===== config.mk =====
export PLATFORM = sky130hd
export DESIGN_NAME = audclk_ctrl
export DESIGN_NICKNAME = d
export VERILOG_FILES = /design/src/rtl/audclk_pkg.sv /design/src/rtl/audclk_sync.sv /design/src/rtl/audclk_shift.sv /design/src/rtl/audclk_cfg.sv /design/src/rtl/audclk_ctrl.sv
export SDC_FILE = /design/constraint.sdc
export NUM_CORES = 1
export LEC_CHECK = 0
export ABC_AREA = 1
export BUFFER_PORTS_ARGS = -buffer_cell sky130_fd_sc_hd__buf_4
export CAP_MARGIN = 20
export CORE_MARGIN = 2
export CORE_UTILIZATION = 60
export CTS_CLUSTER_SIZE = 8
export DETAILED_ROUTE_END_ITERATION = 7
export GPL_TIMING_DRIVEN = 0
export MAX_ROUTING_LAYER = met4
export PLACE_DENSITY = 0.79
export SYNTH_ARGS = -nofsm -noshare
export SYNTH_HDL_FRONTEND = slang
export SYNTH_HIERARCHICAL = 1
export SYNTH_SLANG_ARGS = --single-unit

===== constraint.sdc =====
create_clock -name clk -period 4.5 [get_ports clk]
set_clock_uncertainty 0.05 [all_clocks]
set_input_delay 0.675 -clock clk [delete_from_list [all_inputs] [get_ports clk]]
set_output_delay 0.675 -clock clk [all_outputs]
set_load 0.01 [all_outputs]

===== src/rtl/audclk_pkg.sv =====
package audclk_pkg;

    localparam int WORD_W = 16;
    localparam int GRP_W  = 2;
    localparam int RATE_W = 2;
    localparam int EN_N   = 6;
    localparam int ID_W   = WORD_W - GRP_W - RATE_W - EN_N;

    typedef enum logic [GRP_W-1:0] {
        GRP_48K  = 2'b00,
        GRP_44K1 = 2'b01,
        GRP_32K  = 2'b10,
        GRP_RSVD = 2'b11
    } grp_e;

    typedef enum logic [RATE_W-1:0] {
        RATE_STD  = 2'b00,
        RATE_DBL  = 2'b01,
        RATE_RSV2 = 2'b10,
        RATE_RSV3 = 2'b11
    } rate_e;

    typedef struct packed {
        logic [EN_N-1:0] en;
        rate_e           rate;
        grp_e            grp;
    } cfg_t;

    typedef struct packed {
        logic [ID_W-1:0] id;
        cfg_t            cfg;
    } word_t;

    function automatic cfg_t cfg_default();
        cfg_t c;
        c.en   = '1;
        c.rate = RATE_STD;
        c.grp  = GRP_48K;
        return c;
    endfunction

    function automatic logic cfg_legal(cfg_t c);
        return (c.grp != GRP_RSVD) && (c.rate inside {RATE_STD, RATE_DBL});
    endfunction

endpackage


===== src/rtl/audclk_sync.sv =====
module audclk_sync #(
    parameter int W      = 4,
    parameter int STAGES = 2
) (
    input  logic         clk,
    input  logic         rst,
    input  logic [W-1:0] d,
    output logic [W-1:0] q
);
    logic [W-1:0] stg [STAGES];

    always_ff @(posedge clk) begin
        if (rst) begin
            for (int i = 0; i < STAGES; i++) stg[i] <= '0;
        end else begin
            stg[0] <= d;
            for (int i = 1; i < STAGES; i++) stg[i] <= stg[i-1];
        end
    end

    assign q = stg[STAGES-1];
endmodule


===== src/rtl/audclk_shift.sv =====
module audclk_shift #(
    parameter int WORD_W = 16
) (
    input  logic              clk,
    input  logic              rst,
    input  logic              en,
    input  logic              sclk,
    input  logic              sdat,
    input  logic              slat,
    output logic [WORD_W-1:0] word_o,
    output logic              full_o,
    output logic              load_o
);
    localparam int CNT_W = $clog2(WORD_W + 1);

    logic [WORD_W-1:0] sr;
    logic [CNT_W-1:0]  cnt;
    logic              sclk_d, slat_d;
    logic              sclk_rise, slat_rise;

    assign sclk_rise = en && sclk && !sclk_d;
    assign slat_rise = en && slat && !slat_d;

    always_ff @(posedge clk) begin
        if (rst) begin
            sr     <= '0;
            cnt    <= '0;
            sclk_d <= 1'b0;
            slat_d <= 1'b0;
        end else begin
            sclk_d <= sclk;
            slat_d <= slat;
            if (sclk_rise) begin
                sr <= {sr[WORD_W-2:0], sdat};
                if (cnt != CNT_W'(WORD_W)) cnt <= cnt + 1'b1;
            end
            if (slat_rise) cnt <= '0;
        end
    end

    assign word_o = sr;
    assign full_o = (cnt == CNT_W'(WORD_W));
    assign load_o = slat_rise;
endmodule


===== src/rtl/audclk_cfg.sv =====
module audclk_cfg
    import audclk_pkg::*;
#(
    parameter logic [ID_W-1:0] REG_ID = 6'b011101
) (
    input  logic              clk,
    input  logic              rst,
    input  logic              hw,
    input  logic              hw_sr,
    input  logic [GRP_W-1:0]  hw_fs,
    input  logic              load,
    input  logic              full,
    input  logic [WORD_W-1:0] word,
    output cfg_t              cfg_q
);
    word_t w;
    cfg_t  nxt;

    assign w = word_t'(word);

    always_comb begin
        nxt = cfg_q;
        if (hw) begin
            nxt.en   = '1;
            nxt.rate = hw_sr ? RATE_DBL : RATE_STD;
            if (grp_e'(hw_fs) != GRP_RSVD) nxt.grp = grp_e'(hw_fs);
        end else if (load && full && (w.id == REG_ID) && cfg_legal(w.cfg)) begin
            nxt = w.cfg;
        end
    end

    always_ff @(posedge clk) begin
        if (rst) cfg_q <= cfg_default();
        else     cfg_q <= nxt;
    end
endmodule


===== src/rtl/audclk_ctrl.sv =====
module audclk_ctrl
    import audclk_pkg::*;
#(
    parameter logic [ID_W-1:0] REG_ID      = 6'b011101,
    parameter int              SYNC_STAGES = 2
) (
    input  logic             clk,
    input  logic             rst,
    input  logic             mode_hw,
    input  logic             pin_lat_sr,
    input  logic             pin_sclk_fs1,
    input  logic             pin_sdat_fs0,
    output logic [GRP_W-1:0] grp_code,
    output logic [RATE_W-1:0] rate_code,
    output logic [EN_N-1:0]  clk_en,
    output logic             sck4_x768
);
    logic [3:0]        pins_s;
    logic              hw_s, lat_s, sclk_s, sdat_s;
    logic [WORD_W-1:0] sh_word;
    logic              sh_full, ld_pulse;
    cfg_t              cfg;

    audclk_sync #(.W(4), .STAGES(SYNC_STAGES)) u_sync (
        .clk (clk),
        .rst (rst),
        .d   ({mode_hw, pin_lat_sr, pin_sclk_fs1, pin_sdat_fs0}),
        .q   (pins_s)
    );

    assign {hw_s, lat_s, sclk_s, sdat_s} = pins_s;

    audclk_shift #(.WORD_W(WORD_W)) u_shift (
        .clk    (clk),
        .rst    (rst),
        .en     (!hw_s),
        .sclk   (sclk_s),
        .sdat   (sdat_s),
        .slat   (lat_s),
        .word_o (sh_word),
        .full_o (sh_full),
        .load_o (ld_pulse)
    );

    audclk_cfg #(.REG_ID(REG_ID)) u_cfg (
        .clk   (clk),
        .rst   (rst),
        .hw    (hw_s),
        .hw_sr (lat_s),
        .hw_fs ({sclk_s, sdat_s}),
        .load  (ld_pulse),
        .full  (sh_full),
        .word  (sh_word),
        .cfg_q (cfg)
    );

    assign grp_code  = cfg.grp;
    assign rate_code = cfg.rate;
    assign clk_en    = cfg.en;
    assign sck4_x768 = (cfg.rate == RATE_STD);
endmodule


# Yosys cells after proc, flatten, opt, wreduce, memory -nomap -nowiden
# Memory sizes are Yosys's and may differ from the RTL's.
# Index checks and enable logic that the tools add are counted.
# W data, S select, Z words.
# word_totals
output_inout_bits	11
rom_bits	0
mem_count	1
mem_bits_rw	8
latch_bits	0
wordCells	46
input_bits	6
reg_bits	33
# op_classes
n_eq_ne	7
mul	0
n_shift	0
div_mod_pow	0
reduce_logical	19
mux	9
add_sub_neg	1
bitwise_logic	2
magnitude_cmp	0
# memory_table
name	words	word_bits	read_ports	rd_ports_with_merged_regs	wr	line_no	text
u_sync.stg	2	4	2	0	2	audclk_sync.sv:10	logic [W-1:0] stg [STAGES];
# op_table
op	n
$mux W4	4
$logic_and A1 B1 Y1	8
$eq A6 B5 Y1 const B	1
$add A5 B1 Y5 const B	1
$eq A5 B5 Y1 const B	1
$ne A5 B5 Y1 const B	1
$logic_not A2 Y1	2
$mux W1	4
$ne A2 B2 Y1 const B	2
$reduce_and A2 Y1	2
$reduce_bool A2 Y1	2
$reduce_or A2 Y1	2
$logic_not A1 Y1	3
$eq A2 B1 Y1 const B	1
$mux W2	1
$ne A2 B1 Y1 const B	1
$or A1 B1 Y1	2

# Logic depth before layout (Yosys ltp)
# An unclocked memory read counts as a cell.
# logic_depth
word_depth	9
ltp_mapped	14

# By module
# The synthesis kept the hierarchy.
# modules_own_cells
module	area_each_um2	seq_area_each_um2	cells_per_inst	instances
audclk_shift	920.9	460.4	124	1
audclk_cfg	533.0	200.2	79	1
audclk_sync	261.5	160.2	29	1
audclk_ctrl	7.5	0.0	2	1

# Least setup slack after synthesis
# OpenSTA, ideal clock, no wires.
# synth_path
path_type	register -> register
startpoint	register u_shift.cnt[0]
endpoint	register u_cfg/cfg_q[0] in the netlist's numbering
t_arrival_ns	1.361
slack_ns	2.976
stages_incl_launch_ff	14
period_less_slack_ns	1.524
path_cell_list	dfxtp_1 > inv_1 > ha_1 > nand2_1 > inv_1 > nand2_1 > inv_1 > nand2_1 > nor2_1 > nand3_4 > nand2_2 > nand2_2 > nor2_1 > nor2_1
# synth_via
elab_chain_len	6
# synth_lines
element	line_no	text
start, declared	audclk_shift.sv:17	logic [CNT_W-1:0] cnt;
start signal, assigned	audclk_shift.sv:35	if (cnt != CNT_W'(WORD_W)) cnt <= cnt + 1'b1;
$eq A5 B5 Y1	audclk_shift.sv:42	assign full_o = (cnt == CNT_W'(WORD_W));
net sh_full	audclk_ctrl.sv:21	logic sh_full, ld_pulse;
$logic_and A1 B1 Y1 (3 in series)	audclk_cfg.sv:27	end else if (load && full && (w.id == REG_ID) && cfg_legal(w.cfg)) begin
$reduce_bool A2 Y1 (no line)	n/a	
$reduce_and A2 Y1 (no line)	n/a	
end signal, assigned	audclk_cfg.sv:33	if (rst) cfg_q <= cfg_default();
end signal, assigned	audclk_cfg.sv:34	else cfg_q <= nxt;
end, declared	audclk_cfg.sv:14	output cfg_t cfg_q
# The timed path passes the listed nets, and every way through them passes these cells.
# A chain may end at the register's enable or synchronous reset.

# Worst setup path in the final report
# Same ends and word-level chain as after synthesis.

==> key figures <==
Route
  – DR vias: 1418
  – Initial drt markers: 73
  – Detailed Route WL: 3035 microns
  – Drt first pass iters: 4
  – Post-DR wirelength/cell: 10.54 microns
  – Drt via density: 4.924
  – DRC: 0
  – Remaining antenna violation count: 0

Critical path
  – Worst Path Required: 4.70 ns
  – Critical path class: reg -> reg
  – Worst r2r src: u_shift/cnt[0]
  – CP Launch Type: register
  – Worst path arrival time: 1.96 ns
  – Worst r2r path cells: 13
  – Worst R2R End: u_cfg/cfg_q[0]
  – Kind of end point of the critical path: register
  – Reg2Reg Setup Slack: 2.74 ns
  – CP Max Fanout: 9

Synth
  – Mapped Nets: 242
  – Sequential share of the synthesized area: 47.64%
  – Synth warn: 6
  – Unique masters post-synth: 19
  – Synthesized cell area: 1723 sq um
  – Syn Area/Cell: 7.363 sq um
  – #FFs+latches synth: 41
  – Cells after synthesis: 234

Timing
  – Final hold violation count: 0
  – Fin crit share: 39.20%
  – Fin crit period: 1.764 ns
  – Max-slew violations: 0
  – Slew margin rel.: 70.02%
  – TNS Setup: 0 ns
  – Final setup violation count: 0
  – Fmax: 566.9 MHz
  – Slew @ Worst Pin: 0.4498 ns
  – Unrepaired setup endpoints after global routing: false

Clock tree
  – H-Tree Depth: 2
  – Cts hold-fix bufs: 0
  – TritonCTS buffer count: 5
  – Clk Latency, worst-skew pair: 0.35 ns
  – CTS tree: done
  – Clock buffer depth: 2
  – CTS Root Cell: clkbuf_4
  – Clk pin slew, worst setup/hold paths: 0.11 ns
  – CTS sink count: 41
  – Cts repair resizes: 0
  – # Post-CTS Setup Buffers: 0

Power and ir drop
  – P_leak: 0.8344 nW
  – Power per cell area: 304.8 nW/um^2
  – Max VDD drop: 0.2468 mV

Hold path
  – Hold crit path type: reg -> reg
  – Min-delay src: u_sync/stg[0][3]
  – Worst hold path depth: 2
  – Sink of the worst hold path: u_sync/stg[0][7]

Global route
  – Initial antenna violation count: 0
  – Number of global-route vias before repair: 1278
  – Overflow after GRT: 0
  – First-pass GRT wire length: 5478 microns
  – Largest net degree at the start of global routing: 13
  – Global Route Usage Sum: 22.28%

Floorplanning
  – IO Count: 17
  – Core area: 2734 sq um
  – Die area: 3316 sq um
  – Starting density of the core: 63.02%
  – Row count: 19
  – DIE WIDTH: 57.59 microns
  – Die height: 57.59 microns

Placement
  – Placed cell area: 1882 sq um
  – GPL Wtd Cong: 0.7935
  – Detailed placement HPWL: 2206 microns
  – PortBufs: 16

Final layout
  – Antenna diodes: 0
  – Finished Cell Area: 1941 sq um
  – Layout cell share with drive strength beyond 1: 16.73%
  – Area grow syn2layout: 12.64%
  – Fin nets: 265

Status
  – Outcome: completed

Run
  – Max Cap Viol: 0
==> cell type report <==
class,count,area [sq um]
clock buffers,6,51.30
flip-flops and latches,41,820.8
clock inverters,1,7.507
inverters,33,123.9
fillers,263,793.3
well taps,31,38.79
multi-input cells,150,704.4
repair buffers,16,120.1
plain buffers,10,73.82
==> synth_stat cells <==
cell type | n | area [sq um]
nand3b_1 | 2 | 15.01
buf_6 | 2 | 22.52
nor2_8 | 1 | 20.02
nand2_2 | 3 | 18.77
ha_1 | 2 | 25.02
inv_2 | 2 | 7.510
nand2_1 | 71 | 266.5
nand3_1 | 24 | 120.1
buf_2 | 2 | 10.01
a21oi_1 | 19 | 95.09
nor2_4 | 2 | 22.52
buf_1 | 1 | 3.750
nand3_4 | 1 | 17.52
buf_4 | 5 | 37.54
nor2_1 | 23 | 86.33
dfxtp_1 | 41 | 820.8
a21oi_2 | 2 | 17.52
inv_1 | 30 | 112.6
clkinv_1 | 1 | 3.750
==> state kept, by name, summed over array words and instances (netlist names) <==
| name | count |
|---|---|
| u_shift/word_o | 16 |
| u_sync/stg | 8 |
| u_cfg/cfg_q | 10 |
| u_shift/sclk_d | 1 |
| u_shift/cnt | 5 |
| u_shift/slat_d | 1 |
==> power breakdown <==
part           switching [mW]  internal [mW]  leakage, nW  total, mW
Sequential            0.00201          0.368        0.333      0.370
Clock                   0.114         0.0732       0.0303      0.187
Combinational          0.0211         0.0135        0.471     0.0346
==> worst max-delay path by stage <==
| stage | from | endpoint | slack, ns | cells past startpoint |
|---|---|---|---|---|
| floorplan | u_shift/cnt[0] | u_cfg/cfg_q[0] | 2.98 | 13 |
| global placement | u_shift/cnt[0] | u_cfg/cfg_q[0] | 2.77 | 13 |
| detailed placement | u_shift/cnt[0] | u_cfg/cfg_q[1] | 2.74 | 13 |
| CTS | u_shift/cnt[0] | u_cfg/cfg_q[0] | 2.71 | 13 |
| global route | u_shift/cnt[0] | u_cfg/cfg_q[0] | 2.54 | 13 |
| finish | u_shift/cnt[0] | u_cfg/cfg_q[0] | 2.74 | 13 |
==> cell families after synthesis <==
family | synth area share (%)
simple gates | 32.90
buf+inv | 11.47
flops | 47.64
compound gates | 6.536
fa+ha+maj | 1.452
==> routing by layer <==
layer	global-route usage (%)	vias up	wire [microns]
met5	-	-	0
met4	7.973	0	51
met3	7.483	6	164
met2	33.28	32	1374
met1	28.08	624	1444
li1	-	756	-
==> metrics by stage <==
step	setup slack [ns]	hold slack [ns]	utilization [%]	power (mW)	std cells
global placement	2.768	0.3401	68.83	0.4117	281
global route	2.538	0.3749	70.98	0.6168	288
CTS	2.709	0.3624	70.98	0.5987	288
detailed placement	2.744	0.3464	68.83	0.4130	281
finish	2.736	0.3600	70.98	0.5915	288
floorplan	2.976	0.3383	-	0.4015	234
==> layout by cell type, fill, tap and decap left out <==
master,count
nand3_4,1
nand2_1,71
nor2_8,1
buf_2,2
buf_6,2
nand3b_1,2
nor2_4,2
a21oi_1,19
dfxtp_1,41
clkbuf_4,5
nand3_1,24
clkbuf_8,1
buf_1,1
nand2_2,3
clkinvlp_4,1
clkinv_1,1
inv_2,2
buf_4,21
a21oi_2,2
ha_1,2
inv_1,30
nor2_1,23
==> critical path: stages (launching register included) <==
cell and delay, ns:
dfxtp_1 0.35, inv_1 0.08, ha_1 0.15, nand2_1 0.05, inv_1 0.05, nand2_1 0.12, inv_1 0.08, nand2_1 0.08
nor2_1 0.19, nand3_4 0.15, nand2_2 0.10, nand2_2 0.05, nor2_1 0.11, nor2_1 0.06
Note: power is estimated with default switching activity, not from simulation.
